## src/rtl/cpb_pkg.sv

```systemverilog
package cpb_pkg;

    localparam int REG_W          = 32;
    localparam int CMD_WR_BIT     = 0;
    localparam int CMD_RD_BIT     = 1;
    localparam int CMD_ABORT_BIT  = 27;

    typedef enum logic [1:0] {
        A_CMD  = 2'd0,
        A_STAT = 2'd1,
        A_CNT  = 2'd2,
        A_DATA = 2'd3
    } reg_addr_e;

    typedef enum logic [2:0] {
        ST_IDLE,
        ST_WRITE,
        ST_READ,
        ST_END,
        ST_CLR
    } xfer_state_e;

    typedef struct packed {
        logic go_rd;
        logic go_wr;
    } start_t;

    function automatic start_t decode_start(input logic [REG_W-1:0] w);
        start_t s;
        s.go_wr = (w[CMD_RD_BIT:CMD_WR_BIT] == 2'b01);
        s.go_rd = (w[CMD_RD_BIT:CMD_WR_BIT] == 2'b10);
        return s;
    endfunction

endpackage

```

## src/rtl/cpb_fifo.sv

```systemverilog
module cpb_fifo #(
    parameter int DW    = 32,
    parameter int DEPTH = 8
) (
    input  logic          clk,
    input  logic          rst,
    input  logic          flush,
    input  logic          push,
    input  logic [DW-1:0] din,
    input  logic          pop,
    output logic [DW-1:0] dout,
    output logic          empty,
    output logic          full
);
    localparam int AW = (DEPTH > 1) ? $clog2(DEPTH) : 1;
    localparam int CW = $clog2(DEPTH + 1);

    logic [DW-1:0] mem [DEPTH];
    logic [AW-1:0] wr_ptr, rd_ptr;
    logic [CW-1:0] cnt;
    logic          do_push, do_pop;

    assign empty   = (cnt == '0);
    assign full    = (cnt == CW'(DEPTH));
    assign do_push = push && !full;
    assign do_pop  = pop && !empty;
    assign dout    = mem[rd_ptr];

    function automatic logic [AW-1:0] bump(input logic [AW-1:0] p);
        return (p == AW'(DEPTH - 1)) ? '0 : p + AW'(1);
    endfunction

    always_ff @(posedge clk) begin
        if (rst || flush) begin
            wr_ptr <= '0;
            rd_ptr <= '0;
            cnt    <= '0;
        end else begin
            if (do_push) wr_ptr <= bump(wr_ptr);
            if (do_pop)  rd_ptr <= bump(rd_ptr);
            if (do_push && !do_pop)      cnt <= cnt + CW'(1);
            else if (do_pop && !do_push) cnt <= cnt - CW'(1);
        end
    end

    always_ff @(posedge clk) begin
        if (do_push && !flush) mem[wr_ptr] <= din;
    end

endmodule

```

## src/rtl/cpb_xfer.sv

```systemverilog
module cpb_xfer
    import cpb_pkg::*;
#(
    parameter int SIZE_W = 16
) (
    input  logic              clk,
    input  logic              rst,
    input  start_t            start,
    input  logic              abort,
    input  logic              cnt_ld,
    input  logic [SIZE_W-1:0] cnt_din,
    input  logic              src_avail,
    input  logic              dst_room,
    input  logic              port_busy,
    output logic [SIZE_W-1:0] cnt_q,
    output logic              port_en_n,
    output logic              port_wr_n,
    output logic              beat_wr,
    output logic              beat_rd,
    output logic              end_pulse,
    output logic              clr_cmd,
    output logic              idle
);
    xfer_state_e state_q;
    logic        drive_wr, drive_rd, beat, last;

    assign drive_wr  = (state_q == ST_WRITE) && (cnt_q != '0) && src_avail;
    assign drive_rd  = (state_q == ST_READ)  && (cnt_q != '0) && dst_room;
    assign port_en_n = !(drive_wr || drive_rd);
    assign port_wr_n = (state_q != ST_WRITE);
    assign beat      = !port_en_n && !port_busy;
    assign beat_wr   = beat && drive_wr;
    assign beat_rd   = beat && drive_rd;
    assign last      = (cnt_q == SIZE_W'(1));
    assign end_pulse = (state_q == ST_END);
    assign clr_cmd   = (state_q == ST_CLR);
    assign idle      = (state_q != ST_WRITE) && (state_q != ST_READ);

    always_ff @(posedge clk) begin
        if (rst || abort) begin
            state_q <= ST_IDLE;
            cnt_q   <= '0;
        end else begin
            unique case (state_q)
                ST_IDLE: begin
                    if (cnt_ld) cnt_q <= cnt_din;
                    if (start.go_wr)      state_q <= ST_WRITE;
                    else if (start.go_rd) state_q <= ST_READ;
                end
                ST_WRITE, ST_READ: begin
                    if (cnt_q == '0) begin
                        state_q <= ST_END;
                    end else if (beat) begin
                        cnt_q <= cnt_q - SIZE_W'(1);
                        if (last) state_q <= ST_END;
                    end
                end
                ST_END:  state_q <= ST_CLR;
                ST_CLR:  state_q <= ST_IDLE;
                default: state_q <= ST_IDLE;
            endcase
        end
    end

endmodule

```

## src/rtl/cfg_port_bridge.sv

```systemverilog
module cfg_port_bridge
    import cpb_pkg::*;
#(
    parameter int DW         = 32,
    parameter int FIFO_DEPTH = 8,
    parameter int SIZE_W     = 16
) (
    input  logic             clk,
    input  logic             rst,
    input  logic             reg_wr,
    input  logic             reg_rd,
    input  logic [1:0]       reg_addr,
    input  logic [REG_W-1:0] reg_wdata,
    output logic [REG_W-1:0] reg_rdata,
    output logic             cp_en_n,
    output logic             cp_wr_n,
    output logic [DW-1:0]    cp_dout,
    input  logic [DW-1:0]    cp_din,
    input  logic             cp_busy,
    output logic             op_end
);
    reg_addr_e         addr;
    logic [1:0]        ctrl_q;
    logic              ctrl_wr, abort_hit, cnt_ld, clr_cmd, xfer_idle;
    start_t            start_raw, start_ok;
    logic [SIZE_W-1:0] size_cur;
    logic              beat_wr, beat_rd;
    logic              wq_empty, wq_full, rq_empty, rq_full;
    logic [DW-1:0]     rq_dout;

    assign addr      = reg_addr_e'(reg_addr);
    assign ctrl_wr   = reg_wr && (addr == A_CMD);
    assign abort_hit = ctrl_wr && reg_wdata[CMD_ABORT_BIT];
    assign start_raw = decode_start(reg_wdata);
    assign start_ok  = (ctrl_wr && !abort_hit && ctrl_q == '0) ? start_raw : '0;
    assign cnt_ld    = reg_wr && (addr == A_CNT) && (ctrl_q == '0);

    always_ff @(posedge clk) begin
        if (rst || abort_hit || clr_cmd) ctrl_q <= '0;
        else if (start_ok.go_wr)         ctrl_q <= 2'b01;
        else if (start_ok.go_rd)         ctrl_q <= 2'b10;
    end

    cpb_fifo #(.DW(DW), .DEPTH(FIFO_DEPTH)) u_wq (
        .clk(clk), .rst(rst), .flush(abort_hit),
        .push(reg_wr && addr == A_DATA), .din(reg_wdata[DW-1:0]),
        .pop(beat_wr), .dout(cp_dout), .empty(wq_empty), .full(wq_full)
    );

    cpb_fifo #(.DW(DW), .DEPTH(FIFO_DEPTH)) u_rq (
        .clk(clk), .rst(rst), .flush(abort_hit),
        .push(beat_rd), .din(cp_din),
        .pop(reg_rd && addr == A_DATA), .dout(rq_dout), .empty(rq_empty), .full(rq_full)
    );

    cpb_xfer #(.SIZE_W(SIZE_W)) u_xfer (
        .clk(clk), .rst(rst), .start(start_ok), .abort(abort_hit),
        .cnt_ld(cnt_ld), .cnt_din(reg_wdata[SIZE_W-1:0]),
        .src_avail(!wq_empty), .dst_room(!rq_full), .port_busy(cp_busy),
        .cnt_q(size_cur), .port_en_n(cp_en_n), .port_wr_n(cp_wr_n),
        .beat_wr(beat_wr), .beat_rd(beat_rd), .end_pulse(op_end),
        .clr_cmd(clr_cmd), .idle(xfer_idle)
    );

    always_comb begin
        unique case (addr)
            A_CMD:   reg_rdata = REG_W'(ctrl_q);
            A_STAT:  reg_rdata = REG_W'({wq_full, !rq_empty, xfer_idle});
            A_CNT:   reg_rdata = REG_W'(size_cur);
            A_DATA:  reg_rdata = REG_W'(rq_dout);
            default: reg_rdata = '0;
        endcase
    end

endmodule

```

## config.mk

```make
export PLATFORM = sky130hd
export DESIGN_NAME = cfg_port_bridge
export DESIGN_NICKNAME = d
export VERILOG_FILES = /design/src/rtl/cpb_pkg.sv /design/src/rtl/cpb_fifo.sv /design/src/rtl/cpb_xfer.sv /design/src/rtl/cfg_port_bridge.sv
export SDC_FILE = /design/constraint.sdc
export NUM_CORES = 1
export LEC_CHECK = 0
export BUFFER_PORTS_ARGS = -buffer_cell sky130_fd_sc_hd__buf_2
export CAP_MARGIN = 15
export CORE_ASPECT_RATIO = 0.6
export CORE_MARGIN = 1.5
export CORE_UTILIZATION = 60
export CTS_BUF_LIST = sky130_fd_sc_hd__clkbuf_16
export CTS_CLUSTER_SIZE = 12
export DETAILED_ROUTE_END_ITERATION = 10
export GPL_ROUTABILITY_DRIVEN = 0
export PLACE_DENSITY_LB_ADDON = 0.12
export SLEW_MARGIN = 20
export SYNTH_ARGS = -nofsm -noshare
export SYNTH_HDL_FRONTEND = slang
export SYNTH_SLANG_ARGS = --single-unit
```

## constraint.sdc

```tcl
create_clock -name clk -period 6.5 [get_ports clk]
set_input_delay 0.325 -clock clk [delete_from_list [all_inputs] [get_ports clk]]
set_output_delay 0.325 -clock clk [all_outputs]
set_load 0.02 [all_outputs]
```

# Word-level counts from Yosys, hierarchy flattened
# Memories as Yosys holds them, arrays and structs flattened. A register that Yosys moved wholly into a read port is not among the register bits.
# Index checks and enable logic that the tools add are counted.
# op_classes
muxes	30
reduce_logical	55
add_sub_neg	9
eq_ne	24
# op_table
cell	n
32-bit case mux with 4 select lines	1
16-bit two-way mux	3
3-bit two-way mux	13
16-bit case mux with 2 select lines	1
1-bit logical AND	26
16-bit by 1-bit == test with 1-bit output (second input constant)	1
16-bit logical NOT	1
4-bit two-way mux	4
16-bit nonzero test	1
16-bit by 1-bit subtractor with 16-bit output (second input constant)	1
3-bit == test (second input constant)	5
3-bit by 1-bit adder with 3-bit output (second input constant)	4
1-bit logical NOT	11
3-bit by 1-bit inequality test with 1-bit output (second input constant)	3
3-bit case mux with 3 select lines	1
4-bit by 1-bit adder with 4-bit output (second input constant)	2
4-bit == test (second input constant)	2
4-bit logical NOT	2
2-bit nonzero test	4
4-bit by 1-bit subtractor with 4-bit output (second input constant)	2
2-bit == test (second input constant)	3
3-bit by 2-bit == test with 1-bit output (second input constant)	2
1-bit two-way mux	6
2-bit by 1-bit == test with 1-bit output (second input constant)	2
other kinds (12)	17
# word_totals
output_inout_bits	67
ram_bits	512
word_cells	130
reg_bits	41
mem_count	2
input_bits	71
# mem_list
memory	words	width	rd	rd_clocked_by_memory_dff	wr	line	rtl
u_rq.mem	8	32	1	1	1	cpb_fifo.sv:18	logic [DW-1:0] mem [DEPTH];
u_wq.mem	8	32	1	1	1	cpb_fifo.sv:18	

# Depth between registers and ports, before layout
# Gate-level depths: netlist (run 1).
# depth
ltp_word	11
ltp_mapped	15
ltp_nobuf	14

# By module
# From an unflattened synthesis (run 1), not the netlist that was laid out.
# unflattened
cells_unflattened	1146
hier_area_um2	22974.5
# modules_own_cells
mod	cells_per_inst	area_each_um2	instances	seq_area_each_um2
cpb_fifo	445	10496.3	2	7947.6
cpb_xfer	178	1375.1	1	380.4
cfg_port_bridge	78	606.8	1	40.0

# Worst setup path before layout (run 1)
# OpenSTA, ideal clock, no wires.
# synth_timing
path_kind	in2reg
start	input reg_addr[0]
end	memory u_wq.mem[4][0], enable pin
required_time_ns	5.987
stages	4
t_arrival_ns	4.361
setup_time_ns	0.513
path_slack_ns	1.626
n_path_buf	1
path_cell_list	clkbuf_1 -> and2_1 -> nand3_1 -> nor4b_1
# synth_via
elab_chain_len	7
elab_cells_between_ends	10
classes_between	eq/ne (1); mux (2); reduce/logical (7)
# synth_lines
element	line	rtl
from (decl)	cfg_port_bridge.sv:12	input logic [1:0] reg_addr,
2-bit logical NOT	cfg_port_bridge.sv:32	assign ctrl_wr = reg_wr && (addr == A_CMD);
1-bit logical AND	cfg_port_bridge.sv:32	
1-bit logical AND	cfg_port_bridge.sv:33	assign abort_hit = ctrl_wr && reg_wdata[CMD_ABORT_BIT];
1-bit logical NOT	cpb_fifo.sv:47	if (do_push && !flush) mem[wr_ptr] <= din;
1-bit logical AND (*)	cpb_fifo.sv:47	
1-bit two-way mux (*)	cpb_fifo.sv:47	
1-bit two-way mux (implied by the code) (*)	cpb_fifo.sv:47	
to (decl)	cpb_fifo.sv:18	
# Every way passes the cells marked *; elsewhere a longest branch is shown, timed or not.

==> insert_results.sql, run 1 <==
INSERT INTO impl_metrics (metric_group, metric, value, unit) VALUES
('logic_synthesis', 'ys_seq_area_share', '73.7', '%'),
('worst_setup_path', 'setup.worst_path.end', 'reg_rdata[8]', ''),
('logic_synthesis', 'synth_top_family_by_area', 'multiplexers', ''),
('logic_synthesis', 'yosys-mux-area-fraction', '16.6', '%'),
('cts', 'cts_htree_levels', '2', ''),
('logic_synthesis', 'synth-edff-count', '512', ''),
('worst_setup_path', 'crit_slowest_cell', 'sky130_fd_sc_hd__dfxtp_4', ''),
('worst_setup_path', 'critPathMaxFanout', '42', ''),
('logic_synthesis', 'postSynth.asyncResetShare', '0', '%'),
('cells_and_area', 'n_fill_cell', '2295', ''),
('grt', 'grt_max_degree', '65', ''),
('power_and_ir_drop', 'post-layout-total-power', '7870', 'uW'),
('detailed_routing', 'dr.first_iter.drc_count', '1157', ''),
('power_and_ir_drop', 'peakVddDrop', '0.000186', 'V'),
('worst_setup_path', 'critPathLaunchType', 'register', ''),
('detailed_routing', 'count_of_unresolved_drc_violations_after_routing', '0', ''),
('cts', 'clk_latency', '570', 'ps'),
('place', 'place.port_buffers', '137', ''),
('cells_and_area', 'final_cells', '1781', ''),
('grt', 'met1_track_usage_gr', '38.2', '%'),
('grt', 'met2_routing_resource_usage_after_global_routing', '34.7', '%'),
('place', 'dp_cell_count', '1695', ''),
('grt', 'track_usage', '23.7', '%'),
('worst_setup_path', 'ff2ff_setup_slack', '2900', 'ps'),
('timing', 'hold_viol', '0', ''),
('hold_path', 'worstHoldPathType', 'in2reg', ''),
('power_and_ir_drop', 'p_leak', '0.00820', 'uW'),
('timing', 'clock_skew', '16.7', 'ps'),
('grt', 'number_of_antenna_violations_at_the_first_check_in_global_routing', '2', ''),
('logic_synthesis', 'synth_cell_types', '62', ''),
('cells_and_area', 'finalCoreUtilization', '68.6', '%'),
('logic_synthesis', 'synth-xor-area-share', '0.317', '%'),
('floorplanning', 'coreArea', '0.0363', 'sq mm'),
('place', 'place_area', '0.0234', 'sq mm'),
('logic_synthesis', 'yosys.area_share.adder', '1.09', '%'),
('worst_setup_path', 'worst-setup-path-type', 'reg2out', ''),
('worst_setup_path', 'critical_path.reg2reg.startpoint', 'u_xfer.cnt_q[0]', ''),
('timing', 'period_minus_slack', '3800', 'ps'),
('outcome', 'run_status', 'finished, final reports clean', ''),
('cts', 'number_of_buffers_inserted_during_clock_tree_synthesis', '52', ''),
('cts', 'clock-root-buffer', 'sky130_fd_sc_hd__clkbuf_16', ''),
('worst_setup_path', 'rr_worst_depth', '8', ''),
('grt', 'use_met3', '3.69', '%'),
('detailed_routing', 'routedWlPerCell', '24.9', 'microns'),
('floorplanning', 'num_rows', '54', ''),
('floorplanning', 'io_pins', '138', ''),
('logic_synthesis', 'post_synthesis_share_of_cell_area_spent_on_and_or_nand_and_nor_gates', '3.97', '%'),
('cells_and_area', 'design.final.nets', '1366', ''),
('timing', 'setup_violations', '0', ''),
('floorplanning', 'chipWidth', '251', 'microns'),
('worst_setup_path', 'worst_path_largest_cell_delay', '900', 'ps'),
('logic_synthesis', 'synthCells', '1126', ''),
('cts', 'cts.repair.resized', '0', ''),
('timing', 'timing.slew.headroom', '24.4', '%'),
('cells_and_area', 'syn_to_final_growth', '12.6', '%'),
('power_and_ir_drop', 'power_per_cell_area', '316', 'mW/mm^2'),
('cts', 'clock_tree_from_tritoncts', 'done', ''),
('worst_setup_path', 'cp_top_family', 'multiplexers', ''),
('cells_and_area', 'post_route_cells_drive_above_1_share', '31.3', '%'),
('cells_and_area', 'stdcell_area', '0.0249', 'sq mm'),
('flow_run', 'cap_viol_max_count', '0', ''),
('timing', 'min_period_over_period', '58.4', '%'),
('timing', 'max_freq', '0.263', 'GHz'),
('logic_synthesis', 'synth-main-ff-cell', 'sky130_fd_sc_hd__edfxtp_1', ''),
('floorplanning', 'initial_utilization', '60.9', '%'),
('detailed_routing', 'route.vias.total', '11027', ''),
('grt', 'grt_first_pass_wirelength', '66.6', 'mm'),
('detailed_routing', 'post_drt_via_cell_ratio', '6.19', ''),
('timing', 'slew_viol_final', '0', ''),
('cts', 'path_clk_slew', '60', 'ps'),
('timing', 'unrepaired_setup_endpoints_after_global_routing', 'false', '');
==> how the worst min path moves through the flow <==
| stage | start | endpoint | slack [ps] | cells after the start |
|---|---|---|---|---|
| 2_1_floorplan | cp_din[0] | u_rq.mem[0][0] | 420 | 0 |
| 3_3_place_gp | u_wq.rd_ptr[1] | register | 470 | 2 |
| 3_5_place_dp | u_wq.rd_ptr[1] | register | 480 | 2 |
| 4_1_cts | reg_wdata[18] | u_wq.mem[7][18] | 2 | 1 |
| 5_1_grt | cp_din[5] | u_rq.mem[2][5] | 20 | 1 |
| 6_report | reg_wdata[21] | u_wq.mem[3][21] | 20 | 1 |
==> layout by cell type (no fill, tap or decap), drive strengths merged, types with 7 or more instances in the layout <==
| cell type | synthesis | final |
|---|---|---|
| clkbuf | 35 | 53 |
| or3 | 10 | 10 |
| a21oi | 30 | 30 |
| mux4 | 130 | 130 |
| o21ai | 8 | 8 |
| ha | 16 | 16 |
| nand3 | 7 | 7 |
| nor4 | 7 | 7 |
| dfxtp | 47 | 47 |
| inv | 9 | 36 |
| o211ai | 11 | 11 |
| mux2 | 34 | 34 |
| nand2 | 41 | 41 |
| mux2i | 36 | 36 |
| edfxtp | 512 | 512 |
| nor3 | 17 | 17 |
| nand2b | 7 | 7 |
| nor2 | 58 | 58 |
| buf | 27 | 159 |
| o211a | 13 | 13 |
==> cell type report <==
cell class / instances / area, sq um / share of cell area [%]
flip-flops and latches: 559 / 16300 / 65.5
multi-input cells: 496 / 5630 / 22.6
clock buffers: 53 / 1330 / 5.32
repair buffers: 159 / 901 / 3.61
well taps: 476 / 596 / 2.39
clock inverters: 27 / 111 / 0.447
inverters: 9 / 33.8 / 0.136
diodes: 2 / 5.00 / 0.0201
==> where the power goes <==
group	internal (uW)	switching (uW)	leakage [uW]	total, uW
clock network	1450	1210	0.000795	2660
registers	4020	109	0.00499	4130
logic	438	647	0.00241	1080
total	5900	1960	0.00820	7870
==> registers in the layout, indices dropped and copies added (netlist names), named ones only <==
name and count:
ctrl_q 2, u_rq.cnt 4, u_rq.mem 256, u_rq.rd_ptr 3
u_rq.wr_ptr 3, u_wq.cnt 4, u_wq.mem 256, u_wq.rd_ptr 3
u_wq.wr_ptr 3, u_xfer.cnt_q 16, u_xfer.state_q 3
==> logic make-up (layout without fill, tap and decap cells) <==
| kind of cell | count (synthesis) | in the layout |
|---|---|---|
| AOI/OAI and AO/OA | 94 | 94 |
| xor gates and xnor gates | 8 | 8 |
| adders and majority gates | 18 | 18 |
| buffers and inverters | 71 | 248 |
| DFF | 559 | 559 |
| muxes | 200 | 200 |
| other | 0 | 2 |
| and+or+nand+nor | 176 | 176 |
==> through the flow <==
stage / hold slack [ps] / worst slack, ps
6_report: 21.8 / 2700
5_1_grt: 20.9 / 2460
4_1_cts: 2.42 / 2600
3_3_place_gp: 471 / 3050
2_1_floorplan: 424 / 1630
3_5_place_dp: 477 / 2960
==> Yosys cell counts (8+ instances only) <==
cell type / n / area (sq um)
sky130_fd_sc_hd__edfxtp_1: 512 / 15400
sky130_fd_sc_hd__buf_1: 9 / 33.8
sky130_fd_sc_hd__buf_2: 16 / 80.1
sky130_fd_sc_hd__mux2i_1: 36 / 360
sky130_fd_sc_hd__ha_1: 16 / 200
sky130_fd_sc_hd__inv_1: 8 / 30.0
sky130_fd_sc_hd__nand2_1: 41 / 154
sky130_fd_sc_hd__nor3_1: 17 / 85.1
sky130_fd_sc_hd__o211ai_1: 11 / 82.6
sky130_fd_sc_hd__dfxtp_1: 47 / 941
sky130_fd_sc_hd__o211a_1: 13 / 130
sky130_fd_sc_hd__clkbuf_1: 34 / 128
sky130_fd_sc_hd__nor2_1: 58 / 218
sky130_fd_sc_hd__mux4_2: 130 / 2930
sky130_fd_sc_hd__a21oi_1: 29 / 145
sky130_fd_sc_hd__or3_1: 10 / 62.6
sky130_fd_sc_hd__mux2_2: 34 / 383
==> routing by layer <==
metal  up-vias  share of wire, %
met1      5735                48
met2       330                45
met3        55               5.7
li1       4907                 -
met5         -                 0
met4         0               1.6
(Power assumes the default switching activity.)
==> run 2, diff against run 1 <==
==> constraint.sdc (replaced) <==
create_clock -name clk -period 3.84 [get_ports clk]
set_input_delay 0.192 -clock clk [delete_from_list [all_inputs] [get_ports clk]]
set_output_delay 0.192 -clock clk [all_outputs]
set_load 0.02 [all_outputs]
==> run 2 against run 1 <==
Clock skew decreased by 1.4 ps. Via count rose by 3.7%. Worst setup slack got worse by 2300 ps. Clock power rose by 76%. Count of clock-buffer cells in the layout up 2. Global-route usage up 0.89 points. Utilization increased by 2.5 points. Worst hold slack better by 170 ps. Flip-flop and latch count unchanged. Cell count grew 5.1%. Highest routed layer unchanged.
==> insert_results.sql, run 2 (same netlist as run 1, synthesis figures left out) <==
INSERT INTO impl_metrics (metric_group, metric, value, unit) VALUES
('timing', 'period_minus_slack', '3440', 'ps'),
('detailed_routing', 'route.vias.total', '11440', ''),
('detailed_routing', 'detail_route_antenna_nets', '0', ''),
('power_and_ir_drop', 'power.combinational.fraction', '14.5', '%'),
('cells_and_area', 'reg.largest.list', 'u_rq.mem x256, u_wq.mem x256, u_xfer.cnt_q x16', ''),
('worst_setup_path', 'crit_path_end_kind', 'register', ''),
('timing', 'setup_violations', '0', ''),
('hold_path', 'worstHoldPathType', 'in2reg', ''),
('cells_and_area', 'post_route_cells_drive_above_1_share', '29.8', '%'),
('floorplanning', 'coreArea', '0.0363', 'sq mm'),
('grt', 'grt_ovf', '0', ''),
('power_and_ir_drop', 'power_per_cell_area', '527', 'mW/mm^2'),
('grt', 'grt_max_degree', '51', ''),
('detailed_routing', 'count_of_unresolved_drc_violations_after_routing', '0', ''),
('floorplanning', 'chipWidth', '251', 'microns'),
('place', 'place_area', '0.0236', 'sq mm'),
('power_and_ir_drop', 'intPower', '10200', 'uW'),
('floorplanning', 'initial_utilization', '60.9', '%'),
('floorplanning', 'io_pins', '138', ''),
('place', 'place_hpwl', '27.3', 'mm'),
('floorplanning', 'num_rows', '54', ''),
('worst_setup_path', 'worst-setup-path-type', 'reg2reg', ''),
('grt', 'number_of_antenna_violations_at_the_first_check_in_global_routing', '3', ''),
('power_and_ir_drop', 'net_switching_share_of_the_total_power', '25.1', '%'),
('flow_run', 'cap_viol_max_count', '0', ''),
('detailed_routing', 'post_drt_via_cell_ratio', '6.11', ''),
('detailed_routing', 'firstDrtPassIters', '6', ''),
('place', 'place.port_buffers', '137', ''),
('detailed_routing', 'postRouteWirelength', '45.6', 'mm'),
('cts', 'post-cts-setup-buffer-count', '0', ''),
('cts', 'numClockSinks', '559', ''),
('cts', 'path_clk_slew', '60', 'ps'),
('power_and_ir_drop', 'p_leak', '0.00862', 'uW'),
('timing', 'fin_setup_tns', '0', 'ps'),
('grt', 'track_usage', '24.6', '%'),
('floorplanning', 'y_dimension_of_the_die', '152', 'microns'),
('cells_and_area', 'syn_to_final_growth', '16.7', '%'),
('timing', 'clock_skew', '15.3', 'ps'),
('grt', 'via_count_of_the_first_global_routing_pass', '11492', ''),
('cts', 'clock-root-buffer', 'sky130_fd_sc_hd__clkbuf_16', ''),
('worst_setup_path', 'critPathLaunchType', 'register', ''),
('outcome', 'run_status', 'finished, final reports clean', ''),
('cells_and_area', 'stdcell_area', '0.0258', 'sq mm'),
('cts', 'ctsLongestPathBuffers', '3', ''),
('timing', 'max_freq', '0.291', 'GHz'),
('cells_and_area', 'most-common-layout-cells', 'sky130_fd_sc_hd__edfxtp_1, sky130_fd_sc_hd__buf_2, sky130_fd_sc_hd__mux4_2', ''),
('power_and_ir_drop', 'p_switching', '3410', 'uW'),
('cells_and_area', 'design.final.nets', '1438', ''),
('timing', 'min_period_over_period', '89.6', '%'),
('power_and_ir_drop', 'clockPowerShare', '34.4', '%'),
('timing', 'unrepaired_setup_endpoints_after_global_routing', 'false', ''),
('timing', 'worst_pin_slew', '1040', 'ps'),
('timing', 'slew_viol_final', '0', ''),
('detailed_routing', 'routedWlPerCell', '24.4', 'microns'),
('power_and_ir_drop', 'seq_power_share', '51.1', '%'),
('grt', 'grt_first_pass_wirelength', '69.1', 'mm'),
('cts', 'clk_latency', '580', 'ps'),
('worst_setup_path', 'timing.critical_path.required', '4340', 'ps'),
('cts', 'clock_tree_from_tritoncts', 'done', ''),
('cts', 'cts_htree_levels', '2', ''),
('cts', 'number_of_buffers_inserted_during_clock_tree_synthesis', '53', ''),
('detailed_routing', 'dr.first_iter.drc_count', '978', ''),
('power_and_ir_drop', 'post-layout-total-power', '13600', 'uW'),
('timing', 'timing.slew.headroom', '30.9', '%'),
('worst_setup_path', 'critPathMaxFanout', '8', ''),
('power_and_ir_drop', 'peakVddDrop', '0.000378', 'V'),
('worst_setup_path', 'crit_arrival', '3940', 'ps'),
('floorplanning', 'design.die.area', '0.0381', 'sq mm'),
('timing', 'hold_viol', '0', ''),
('cells_and_area', 'commonest_non_fill_non_tap_cell_in_the_layout', 'sky130_fd_sc_hd__edfxtp_1', '');
-- run 2: path summary, 6_finish.rpt --
check	start	to	slack, ps	cells past startpoint
hold reg to reg	u_wq.rd_ptr[0]	register	490	2
setup / recovery	u_xfer.cnt_q[0]	u_wq.cnt[3]	400	13
setup reg to reg	u_xfer.cnt_q[0]	u_wq.cnt[3]	400	13
hold / removal	reg_wr	ctrl_q[1]	190	5
-- run 2: worst max-delay path: stages (launching register included) --
cell and delay [ps]:
sky130_fd_sc_hd__dfxtp_1 450, sky130_fd_sc_hd__inv_1 70, sky130_fd_sc_hd__ha_1 240, sky130_fd_sc_hd__nor3b_2 220
sky130_fd_sc_hd__and4_4 200, sky130_fd_sc_hd__or4b_1 650, sky130_fd_sc_hd__ha_1 290, sky130_fd_sc_hd__inv_1 120
sky130_fd_sc_hd__ha_1 240, sky130_fd_sc_hd__a21o_1 180, sky130_fd_sc_hd__a21oi_1 180, sky130_fd_sc_hd__xnor2_1 90
sky130_fd_sc_hd__or3_1 300, sky130_fd_sc_hd__a21oi_1 130
-- run 2: final cells by class --
type | count | area, sq um
clock inverters | 45 | 181
repair buffers | 230 | 1650
well taps | 476 | 596
fillers | 2268 | 10500
clock buffers | 55 | 1380
multi-input cells | 496 | 5660
flip-flops and latches | 559 | 16300
diodes | 2 | 5.00
inverters | 9 | 33.8
-- run 2: power by group through the flow --
stage	Sequential (uW)	Clock [uW]	Combinational, uW
after floorplan	7010	0	1360
after global placement	7060	0	1870
after detailed placement	7080	0	1880
after CTS	6950	4760	1950
after global routing	6980	4990	2140
final	6960	4670	1970
-- run 2: timing repair --
item	4_1_cts	5_1_grt
gates resized for setup	0	0
endpoints found under the hold margin	513	0
hold buffers	65	0
-- run 2: per-layer routing --
metal | wire (microns) | vias up | track usage [%] | share of wire, %
met5 | 0 | - | 0 | 0
met4 | 594 | 0 | 5.21 | 1.3
met3 | 3080 | 50 | 4.27 | 6.7
met2 | 20800 | 390 | 36.4 | 46
met1 | 21100 | 5924 | 38.9 | 46
li1 | - | 5076 | - | -
-- run 2: through the flow --
step                      instances  setup WS (ps)  hold slack (ps)  utilization, %
final                          1872            400              188            71.1
after global routing           1871            165              237            71.0
after CTS                      1870            428              151            71.0
after detailed placement       1705            477              467            65.0
after global placement         1705            497              458            65.0
after floorplan                1126           63.6              291               -
